File: src/rtl/ob_pkg.sv
package ob_pkg;
  localparam int DW = 64;

  localparam logic [1:0] A_KEY  = 2'd0;
  localparam logic [1:0] A_CTL  = 2'd1;
  localparam logic [1:0] A_STAT = 2'd2;

  // control register bit positions
  localparam int C_PG    = 0;
  localparam int C_ER    = 1;
  localparam int C_START = 2;
  localparam int C_ENDIE = 3;
  localparam int C_LOCK  = 4;
  localparam int C_WEN   = 5;

  // status register bit positions
  localparam int S_BUSY  = 0;
  localparam int S_PGERR = 1;
  localparam int S_ENDF  = 2;

  typedef enum logic [2:0] {
    LK_IDLE, LK_HALF, LK_CTL, LK_OB_HALF, LK_OB, LK_FAULT
  } lk_state_e;

  typedef enum logic [1:0] {OP_IDLE, OP_ERASE, OP_PROG} op_state_e;
endpackage

File: src/rtl/ob_key_lock.sv
module ob_key_lock
  import ob_pkg::*;
#(
  parameter logic [31:0] KEY_A   = 32'h1A2B_3C4D,
  parameter logic [31:0] KEY_B   = 32'h5E6F_7081,
  parameter logic [31:0] OBKEY_A = 32'h2468_ACE0,
  parameter logic [31:0] OBKEY_B = 32'h1357_9BDF
) (
  input  logic        clk_i,
  input  logic        rst_ni,
  input  logic        key_we_i,
  input  logic [31:0] key_i,
  input  logic        relock_i,
  output logic        ctl_unl_o,
  output logic        obwen_o
);
  lk_state_e st_q, st_d;

  always_comb begin
    st_d = st_q;
    if (relock_i && st_q != LK_FAULT) begin
      st_d = LK_IDLE;
    end else if (key_we_i) begin
      unique case (st_q)
        LK_IDLE:    st_d = (key_i == KEY_A)   ? LK_HALF    : LK_FAULT;
        LK_HALF:    st_d = (key_i == KEY_B)   ? LK_CTL     : LK_FAULT;
        LK_CTL:     st_d = (key_i == OBKEY_A) ? LK_OB_HALF : LK_FAULT;
        LK_OB_HALF: st_d = (key_i == OBKEY_B) ? LK_OB      : LK_FAULT;
        LK_OB:      st_d = LK_OB;
        default:    st_d = LK_FAULT;
      endcase
    end
  end

  always_ff @(posedge clk_i or negedge rst_ni) begin
    if (!rst_ni) st_q <= LK_IDLE;
    else         st_q <= st_d;
  end

  assign ctl_unl_o = (st_q == LK_CTL) || (st_q == LK_OB_HALF) || (st_q == LK_OB);
  assign obwen_o   = (st_q == LK_OB);

  p_unlock_key_r2: assert property (@(posedge clk_i) disable iff (!rst_ni)
    $rose(ctl_unl_o) |-> $past(key_we_i && key_i == KEY_B));

  p_fault_sticky_r4: assert property (@(posedge clk_i) disable iff (!rst_ni)
    (st_q == LK_FAULT) |=> (st_q == LK_FAULT) && !ctl_unl_o && !obwen_o);

  p_relock_r5: assert property (@(posedge clk_i) disable iff (!rst_ni)
    relock_i |=> !ctl_unl_o && !obwen_o);
endmodule

File: src/rtl/ob_op_seq.sv
module ob_op_seq
  import ob_pkg::*;
#(
  parameter int ERASE_CYC = 64,
  parameter int PROG_CYC  = 16,
  parameter int IDX_W     = 2
) (
  input  logic             clk_i,
  input  logic             rst_ni,
  input  logic             erase_go_i,
  input  logic             prog_go_i,
  input  logic [IDX_W-1:0] prog_idx_i,
  input  logic [DW-1:0]    prog_data_i,
  input  logic             pg_fail_i,
  input  logic             clr_endf_i,
  input  logic             clr_pgerr_i,
  output logic             busy_o,
  output logic             endf_o,
  output logic             pgerr_o,
  output logic             erase_done_o,
  output logic             prog_done_o,
  output logic [IDX_W-1:0] done_idx_o,
  output logic [DW-1:0]    done_data_o
);
  localparam int MAX_CYC = (ERASE_CYC > PROG_CYC) ? ERASE_CYC : PROG_CYC;
  localparam int CNT_W   = $clog2(MAX_CYC) + 1;

  op_state_e        st_q;
  logic [CNT_W-1:0] cnt_q;

  always_ff @(posedge clk_i or negedge rst_ni) begin
    if (!rst_ni) begin
      st_q        <= OP_IDLE;
      cnt_q       <= '0;
      done_idx_o  <= '0;
      done_data_o <= '0;
    end else if (st_q == OP_IDLE) begin
      if (erase_go_i) begin
        st_q  <= OP_ERASE;
        cnt_q <= CNT_W'(ERASE_CYC - 1);
      end else if (prog_go_i) begin
        st_q        <= OP_PROG;
        cnt_q       <= CNT_W'(PROG_CYC - 1);
        done_idx_o  <= prog_idx_i;
        done_data_o <= prog_data_i;
      end
    end else if (cnt_q == '0) begin
      st_q <= OP_IDLE;
    end else begin
      cnt_q <= cnt_q - 1'b1;
    end
  end

  assign busy_o       = (st_q != OP_IDLE);
  assign erase_done_o = (st_q == OP_ERASE) && (cnt_q == '0);
  assign prog_done_o  = (st_q == OP_PROG)  && (cnt_q == '0);

  // set wins over a clear in the same cycle
  always_ff @(posedge clk_i or negedge rst_ni) begin
    if (!rst_ni) begin
      endf_o  <= 1'b0;
      pgerr_o <= 1'b0;
    end else begin
      if (erase_done_o || prog_done_o) endf_o <= 1'b1;
      else if (clr_endf_i)             endf_o <= 1'b0;
      if (pg_fail_i)                   pgerr_o <= 1'b1;
      else if (clr_pgerr_i)            pgerr_o <= 1'b0;
    end
  end

  p_busy_hold_r9: assert property (@(posedge clk_i) disable iff (!rst_ni)
    (st_q != OP_IDLE && cnt_q != '0) |=> (st_q == $past(st_q)) && (cnt_q == $past(cnt_q) - 1'b1));

  p_endf_src_r6: assert property (@(posedge clk_i) disable iff (!rst_ni)
    $rose(endf_o) |-> $past(busy_o));

  p_pgerr_idle_r8: assert property (@(posedge clk_i) disable iff (!rst_ni)
    $rose(pgerr_o) |-> $past(!busy_o) && !busy_o);
endmodule

File: src/rtl/ob_store.sv
module ob_store
  import ob_pkg::*;
#(
  parameter int N_WORDS = 4,
  parameter int IDX_W   = 2
) (
  input  logic             clk_i,
  input  logic             rst_ni,
  input  logic             erase_i,
  input  logic             wr_i,
  input  logic [IDX_W-1:0] wr_idx_i,
  input  logic [DW-1:0]    wr_data_i,
  input  logic [IDX_W-1:0] rd_idx_i,
  output logic [DW-1:0]    rd_data_o,
  output logic             rd_erased_o
);
  logic [DW-1:0] mem_q [N_WORDS];

  // modeled as delivered erased
  always_ff @(posedge clk_i or negedge rst_ni) begin
    if (!rst_ni) begin
      for (int i = 0; i < N_WORDS; i++) mem_q[i] <= '1;
    end else if (erase_i) begin
      for (int i = 0; i < N_WORDS; i++) mem_q[i] <= '1;
    end else if (wr_i) begin
      mem_q[wr_idx_i] <= wr_data_i;
    end
  end

  assign rd_data_o   = mem_q[rd_idx_i];
  assign rd_erased_o = &mem_q[rd_idx_i];

  p_erase_fill_r6: assert property (@(posedge clk_i) disable iff (!rst_ni)
    erase_i |=> (&mem_q[0]) && (&mem_q[N_WORDS-1]));

  p_prog_store_r7: assert property (@(posedge clk_i) disable iff (!rst_ni)
    (wr_i && !erase_i) |=> mem_q[$past(wr_idx_i)] == $past(wr_data_i));
endmodule

File: src/rtl/ob_flash_ctrl.sv
module ob_flash_ctrl
  import ob_pkg::*;
#(
  parameter int              N_WORDS   = 4,
  parameter int              ADDR_W    = 16,
  parameter logic [15:0]     OB_BASE   = 16'h0800,
  parameter int              ERASE_CYC = 64,
  parameter int              PROG_CYC  = 16,
  parameter logic [31:0]     KEY_A     = 32'h1A2B_3C4D,
  parameter logic [31:0]     KEY_B     = 32'h5E6F_7081,
  parameter logic [31:0]     OBKEY_A   = 32'h2468_ACE0,
  parameter logic [31:0]     OBKEY_B   = 32'h1357_9BDF
) (
  input  logic              clk_i,
  input  logic              rst_ni,
  input  logic              reg_we_i,
  input  logic [1:0]        reg_addr_i,
  input  logic [31:0]       reg_wdata_i,
  output logic [31:0]       reg_rdata_o,
  input  logic              dbus_we_i,
  input  logic [ADDR_W-1:0] dbus_addr_i,
  input  logic [63:0]       dbus_wdata_i,
  output logic [63:0]       dbus_rdata_o,
  output logic              irq_o
);
  localparam int IDX_W     = (N_WORDS > 1) ? $clog2(N_WORDS) : 1;
  localparam int REG_BYTES = N_WORDS * 8;

  logic ctl_unl, obwen, busy, endf, pgerr;
  logic pg_q, er_q, endie_q;
  logic erase_done, prog_done;
  logic [IDX_W-1:0] done_idx;
  logic [DW-1:0]    done_data, rd_word;
  logic             rd_erased;

  // data-bus decode
  logic [ADDR_W-1:0] off;
  logic              in_reg;
  logic [IDX_W-1:0]  idx;
  assign off    = dbus_addr_i - ADDR_W'(OB_BASE);
  assign in_reg = (dbus_addr_i >= ADDR_W'(OB_BASE)) && (off < ADDR_W'(REG_BYTES))
                  && (off[2:0] == 3'b000);
  assign idx    = off[IDX_W+2:3];

  // register-bus decode
  logic key_we, ctl_we, relock, erase_go, prog_try, prog_go, pg_fail;
  logic clr_endf, clr_pgerr;
  assign key_we    = reg_we_i && (reg_addr_i == A_KEY);
  assign ctl_we    = reg_we_i && (reg_addr_i == A_CTL) && ctl_unl && !busy;
  assign relock    = ctl_we && reg_wdata_i[C_LOCK];
  assign erase_go  = ctl_we && !reg_wdata_i[C_LOCK] && obwen
                     && reg_wdata_i[C_ER] && reg_wdata_i[C_START];
  assign prog_try  = dbus_we_i && in_reg && pg_q && obwen && !busy;
  assign prog_go   = prog_try && rd_erased;
  assign pg_fail   = prog_try && !rd_erased;
  assign clr_endf  = reg_we_i && (reg_addr_i == A_STAT) && reg_wdata_i[S_ENDF];
  assign clr_pgerr = reg_we_i && (reg_addr_i == A_STAT) && reg_wdata_i[S_PGERR];

  always_ff @(posedge clk_i or negedge rst_ni) begin
    if (!rst_ni) begin
      pg_q    <= 1'b0;
      er_q    <= 1'b0;
      endie_q <= 1'b0;
    end else if (relock) begin
      pg_q <= 1'b0;
      er_q <= 1'b0;
    end else if (ctl_we) begin
      pg_q    <= reg_wdata_i[C_PG];
      er_q    <= reg_wdata_i[C_ER];
      endie_q <= reg_wdata_i[C_ENDIE];
    end
  end

  ob_key_lock #(
    .KEY_A(KEY_A), .KEY_B(KEY_B), .OBKEY_A(OBKEY_A), .OBKEY_B(OBKEY_B)
  ) u_lock (
    .clk_i(clk_i), .rst_ni(rst_ni), .key_we_i(key_we), .key_i(reg_wdata_i),
    .relock_i(relock), .ctl_unl_o(ctl_unl), .obwen_o(obwen)
  );

  ob_op_seq #(
    .ERASE_CYC(ERASE_CYC), .PROG_CYC(PROG_CYC), .IDX_W(IDX_W)
  ) u_seq (
    .clk_i(clk_i), .rst_ni(rst_ni), .erase_go_i(erase_go), .prog_go_i(prog_go),
    .prog_idx_i(idx), .prog_data_i(dbus_wdata_i), .pg_fail_i(pg_fail),
    .clr_endf_i(clr_endf), .clr_pgerr_i(clr_pgerr), .busy_o(busy),
    .endf_o(endf), .pgerr_o(pgerr), .erase_done_o(erase_done),
    .prog_done_o(prog_done), .done_idx_o(done_idx), .done_data_o(done_data)
  );

  ob_store #(
    .N_WORDS(N_WORDS), .IDX_W(IDX_W)
  ) u_store (
    .clk_i(clk_i), .rst_ni(rst_ni), .erase_i(erase_done), .wr_i(prog_done),
    .wr_idx_i(done_idx), .wr_data_i(done_data), .rd_idx_i(idx),
    .rd_data_o(rd_word), .rd_erased_o(rd_erased)
  );

  always_comb begin
    reg_rdata_o = '0;
    unique case (reg_addr_i)
      A_CTL: begin
        reg_rdata_o[C_PG]    = pg_q;
        reg_rdata_o[C_ER]    = er_q;
        reg_rdata_o[C_ENDIE] = endie_q;
        reg_rdata_o[C_LOCK]  = !ctl_unl;
        reg_rdata_o[C_WEN]   = obwen;
      end
      A_STAT: begin
        reg_rdata_o[S_BUSY]  = busy;
        reg_rdata_o[S_PGERR] = pgerr;
        reg_rdata_o[S_ENDF]  = endf;
      end
      default: reg_rdata_o = '0;
    endcase
  end

  assign dbus_rdata_o = in_reg ? rd_word : '0;
  assign irq_o        = endf && endie_q;

  p_go_needs_wen_r3: assert property (@(posedge clk_i) disable iff (!rst_ni)
    $rose(busy) |-> $past(obwen));

  p_relock_sel_r5: assert property (@(posedge clk_i) disable iff (!rst_ni)
    relock |=> !pg_q && !er_q);

  p_locked_ctl_r2: assert property (@(posedge clk_i) disable iff (!rst_ni)
    !ctl_unl |=> $stable(endie_q) || $past(ctl_unl));
endmodule

File: config.mk
export PLATFORM = sky130hd
export DESIGN_NAME = ob_flash_ctrl
export DESIGN_NICKNAME = d
export VERILOG_FILES = /design/src/rtl/ob_pkg.sv /design/src/rtl/ob_key_lock.sv /design/src/rtl/ob_op_seq.sv /design/src/rtl/ob_store.sv /design/src/rtl/ob_flash_ctrl.sv
export SDC_FILE = /design/constraint.sdc
export NUM_CORES = 1
export LEC_CHECK = 0
export BUFFER_PORTS_ARGS = -buffer_cell sky130_fd_sc_hd__buf_2
export CORE_ASPECT_RATIO = 0.7
export CORE_MARGIN = 5
export CORE_UTILIZATION = 62
export DETAILED_ROUTE_END_ITERATION = 10
export PLACE_DENSITY_LB_ADDON = 0.08
export SKIP_CTS_REPAIR_TIMING = 1
export SKIP_LAST_GASP = 1
export SYNTH_ARGS = -nofsm -noshare
export SYNTH_HDL_FRONTEND = slang
export SYNTH_SLANG_ARGS = --single-unit
File: constraint.sdc
create_clock -name clk_i -period 6.4 [get_ports clk_i]
set_input_delay 1.28 -clock clk_i [delete_from_list [all_inputs] [get_ports clk_i]]
set_output_delay 1.28 -clock clk_i [all_outputs]
set_load 0.01 [all_outputs]
==> flow_summary_export.csv <==
group,metric,value,unit
status,status,"complete, no violations",
sta,relSlewSlack,29.3,%
routing,drtIter0Drc,745,
finish,final_cell_mix,"nor2_1, dfstp_2, a21oi_1, buf_2, dfrtp_1",
clocking,cts_buffers,34,
floorplanning,rows,48,
logic_synthesis,yosysTopAreaCellShare,42.8,%
sta,setup_viol,0,
power,pwr-share-seq,49.7,%
power,peakVddDrop,0.208,mV
grt,grt_start_max_net_pins,102,
logic_synthesis,synth_seq_cells,339,
clocking,cts_tree,"yes",
logic_synthesis,yosysUniqueCellTypes,54,
routing,routedWlPerCell,19.9,um
place,numPortBuffers,188,
sta,tightest_slew,1.06,ns
place,place.gp.congestion,0.841,
clocking,cts_buffer_depth,3,
grt,grt_pass1_vias,11600,
power,p_int,3410,uW
critical_path,worstPathArrival,3.44,ns
logic_synthesis,ys.flop_type,"dfstp_2",
clocking,cts_root_buf,"clkbuf_16",
logic_synthesis,synth.cell_area,15700,um^2
critical_path,worst-path-max-fanout,36,
floorplanning,fp.dieW,200,um
critical_path,rr_startpoint,"u_seq.cnt_q[3]",
power,power_density,243,nW/um^2
logic_synthesis,synthTopCellsByArea,"dfstp_2, dfrtp_1, mux4_2",
critical_path,start_kind,"input pin",
clocking,insertion_delay,0.53,ns
power,p_leak,0.00741,uW
routing,ant_nets,0,
routing,firstDrtPassIters,5,
routing,drc_errors,0,
sta,max_freq,0.212,GHz
logic_synthesis,ys_seq_area_share,56.1,%
sta,period_needed,4.72,ns
logic_synthesis,ys_warn_count,0,
grt,track_usage,27.0,%
finish,area_growth,13.8,%
finish,n_antenna_cell,0,
power,comb_power_share,3.7,%
grt,overflow,0,
logic_synthesis,synth_edf_count,0,
routing,wl,38.2,mm
floorplanning,die_y,143,um
power,switching_share,21.6,%
grt,grt_pass1_wl,62.5,mm
floorplanning,core_area,24800,um^2
sta,maxSlewViolCount,0,
floorplanning,dieArea,28700,um^2
logic_synthesis,yosysTopAreaCell,"dfstp_2",
finish,drive_gt1_share,39.7,%
clocking,clk_pin_slew,0.06,ns
sta,skew,0.0129,ns
sta,hold_viol,0,
floorplanning,initial_core_util,63.3,%
logic_synthesis,synth_cells,1414,
routing,viasPerCell,5.89,
grt,antenna_found_initial,0,
logic_synthesis,avgSynthCellArea,11.1,um^2
power,clkPwrFrac,46.7,%
floorplanning,ios,215,
critical_path,endpoint_kind,"primary output",
finish,layout.nets,1685,
sta,timing.final.crit_share,73.7,%
power,p_total,4350,uW
sta,setup-tns-final,0,ns
hold_path,min-delay-start,"u_store.mem_q[222]",
place,hpwlAfterDp,25.2,mm
logic_synthesis,async_reset_ff_share,100,%
critical_path,path_class,"in2out",
critical_path,startpoint,"dbus_addr_i[11]",
finish,final_common_cell,"nor2_1",
job,timing.max_cap.violations,0,
routing,routed-via-count,11300,
sta,grt_setup_unrepaired,"no",
critical_path,crit_required,5.12,ns
clocking,htree_levels,2,
hold_path,hold_path.class,"reg2reg",
power,switching_power,941,uW
clocking,numClockSinks,339,
==> worst paths after layout <==
check | slack (ns) | end | cells after the start
setup / recovery | 1.68 | dbus_rdata_o[43] | 9
hold / removal | 0.48 | u_store.mem_q[222] | 2
setup reg to reg | 2.65 | u_store.mem_q[104] | 9
hold reg to reg | 0.48 | u_store.mem_q[222] | 2
max in group asynchronous | 4.23 | u_seq.done_data_o[33] | 2
min in group asynchronous | 0.77 | u_seq.done_data_o[16] | 1
==> power by group through the flow <==
stage / logic, uW / clock network [uW] / registers (uW)
detailed placement: 163 / 0 / 2190
CTS: 163 / 2070 / 2160
finish: 160 / 2030 / 2160
global placement: 161 / 0 / 2190
floorplan: 78.2 / 0 / 2190
global route: 181 / 2170 / 2160
==> sequential cells by signal, indices dropped and copies added (netlist names) <==
signal             cells
u_seq.pgerr_o          1
pg_q                   1
u_store.mem_q        256
u_seq.cnt_q            7
u_seq.done_idx_o       2
u_seq.done_data_o     64
u_lock.st_q            3
u_seq.endf_o           1
u_seq.st_q             2
er_q                   1
endie_q                1
==> kinds of logic after synthesis <==
family                     share of synthesized area, %
buffers and inverters                              4.41
DFF                                                56.1
AOI/OAI and AO/OA                                  9.87
xor gates and xnor gates                         0.0558
other                                            0.0239
adders and majority gates                         0.398
muxes                                              14.1
and+or+nand+nor                                    15.1
==> synthesized netlist by cell type, drive strengths merged, types with 2 or more instances <==
cell / count
a21boi: 3
or3: 6
a22oi: 2
inv: 11
mux4: 64
or4: 4
o311ai: 3
nand3: 7
a21o: 3
o21bai: 2
o41a: 2
clkbuf: 60
nand2b: 7
nor2b: 69
o21ai: 67
dfstp: 256
nand2: 82
and3: 2
nor4: 13
dfrtp: 83
and2: 4
nor3b: 4
a21oi: 200
mux2: 68
ha: 5
nor4bb: 4
nand4: 29
or2: 3
nor4b: 2
nor2: 271
nand4b: 3
a32oi: 2
nor3: 2
buf: 58
==> through the flow <==
stage | setup WS, ns | utilization (%) | cell area, um^2 | instances | hold slack, ns
finish | 1.68 | 72.1 | 17900 | 1913 | 0.478
global route | 1.48 | 72.1 | 17900 | 1913 | 0.498
CTS | 1.69 | 72.1 | 17900 | 1913 | 0.482
detailed placement | 1.32 | 67.5 | 16700 | 1851 | 0.473
global placement | 1.44 | 67.5 | 16700 | 1851 | 0.465
floorplan | 2.42 | - | 15800 | 1439 | 0.451
==> critical path, stage by stage <==
cell,delay [ns]
buf_2,0.10
inv_1,0.04
ha_1,0.19
xnor2_1,0.18
nand4_1,0.10
or3_2,0.79
buf_4,0.41
nor2b_1,0.17
buf_2,0.15
==> metal layers <==
metal	routed length, um	part of all wire [%]	GRT usage (%)
met3	2700	7.1	5.45
met4	823	2.2	7.53
met5	0	0	0.487
met1	17000	45	39.5
met2	17600	46	42.1
==> layout make-up <==
| type | instances | area (um^2) |
|---|---|---|
| Sequential cell | 339 | 8800 |
| Fill cell | 1780 | 6930 |
| Multi-Input combinational cell | 971 | 6350 |
| Timing Repair Buffer | 205 | 1130 |
| Clock buffer | 49 | 1020 |
| Tap cell | 325 | 407 |
| Clock inverter | 13 | 119 |
| Inverter | 11 | 41.3 |
No activity file was read; power rests on OpenSTA's default activity.
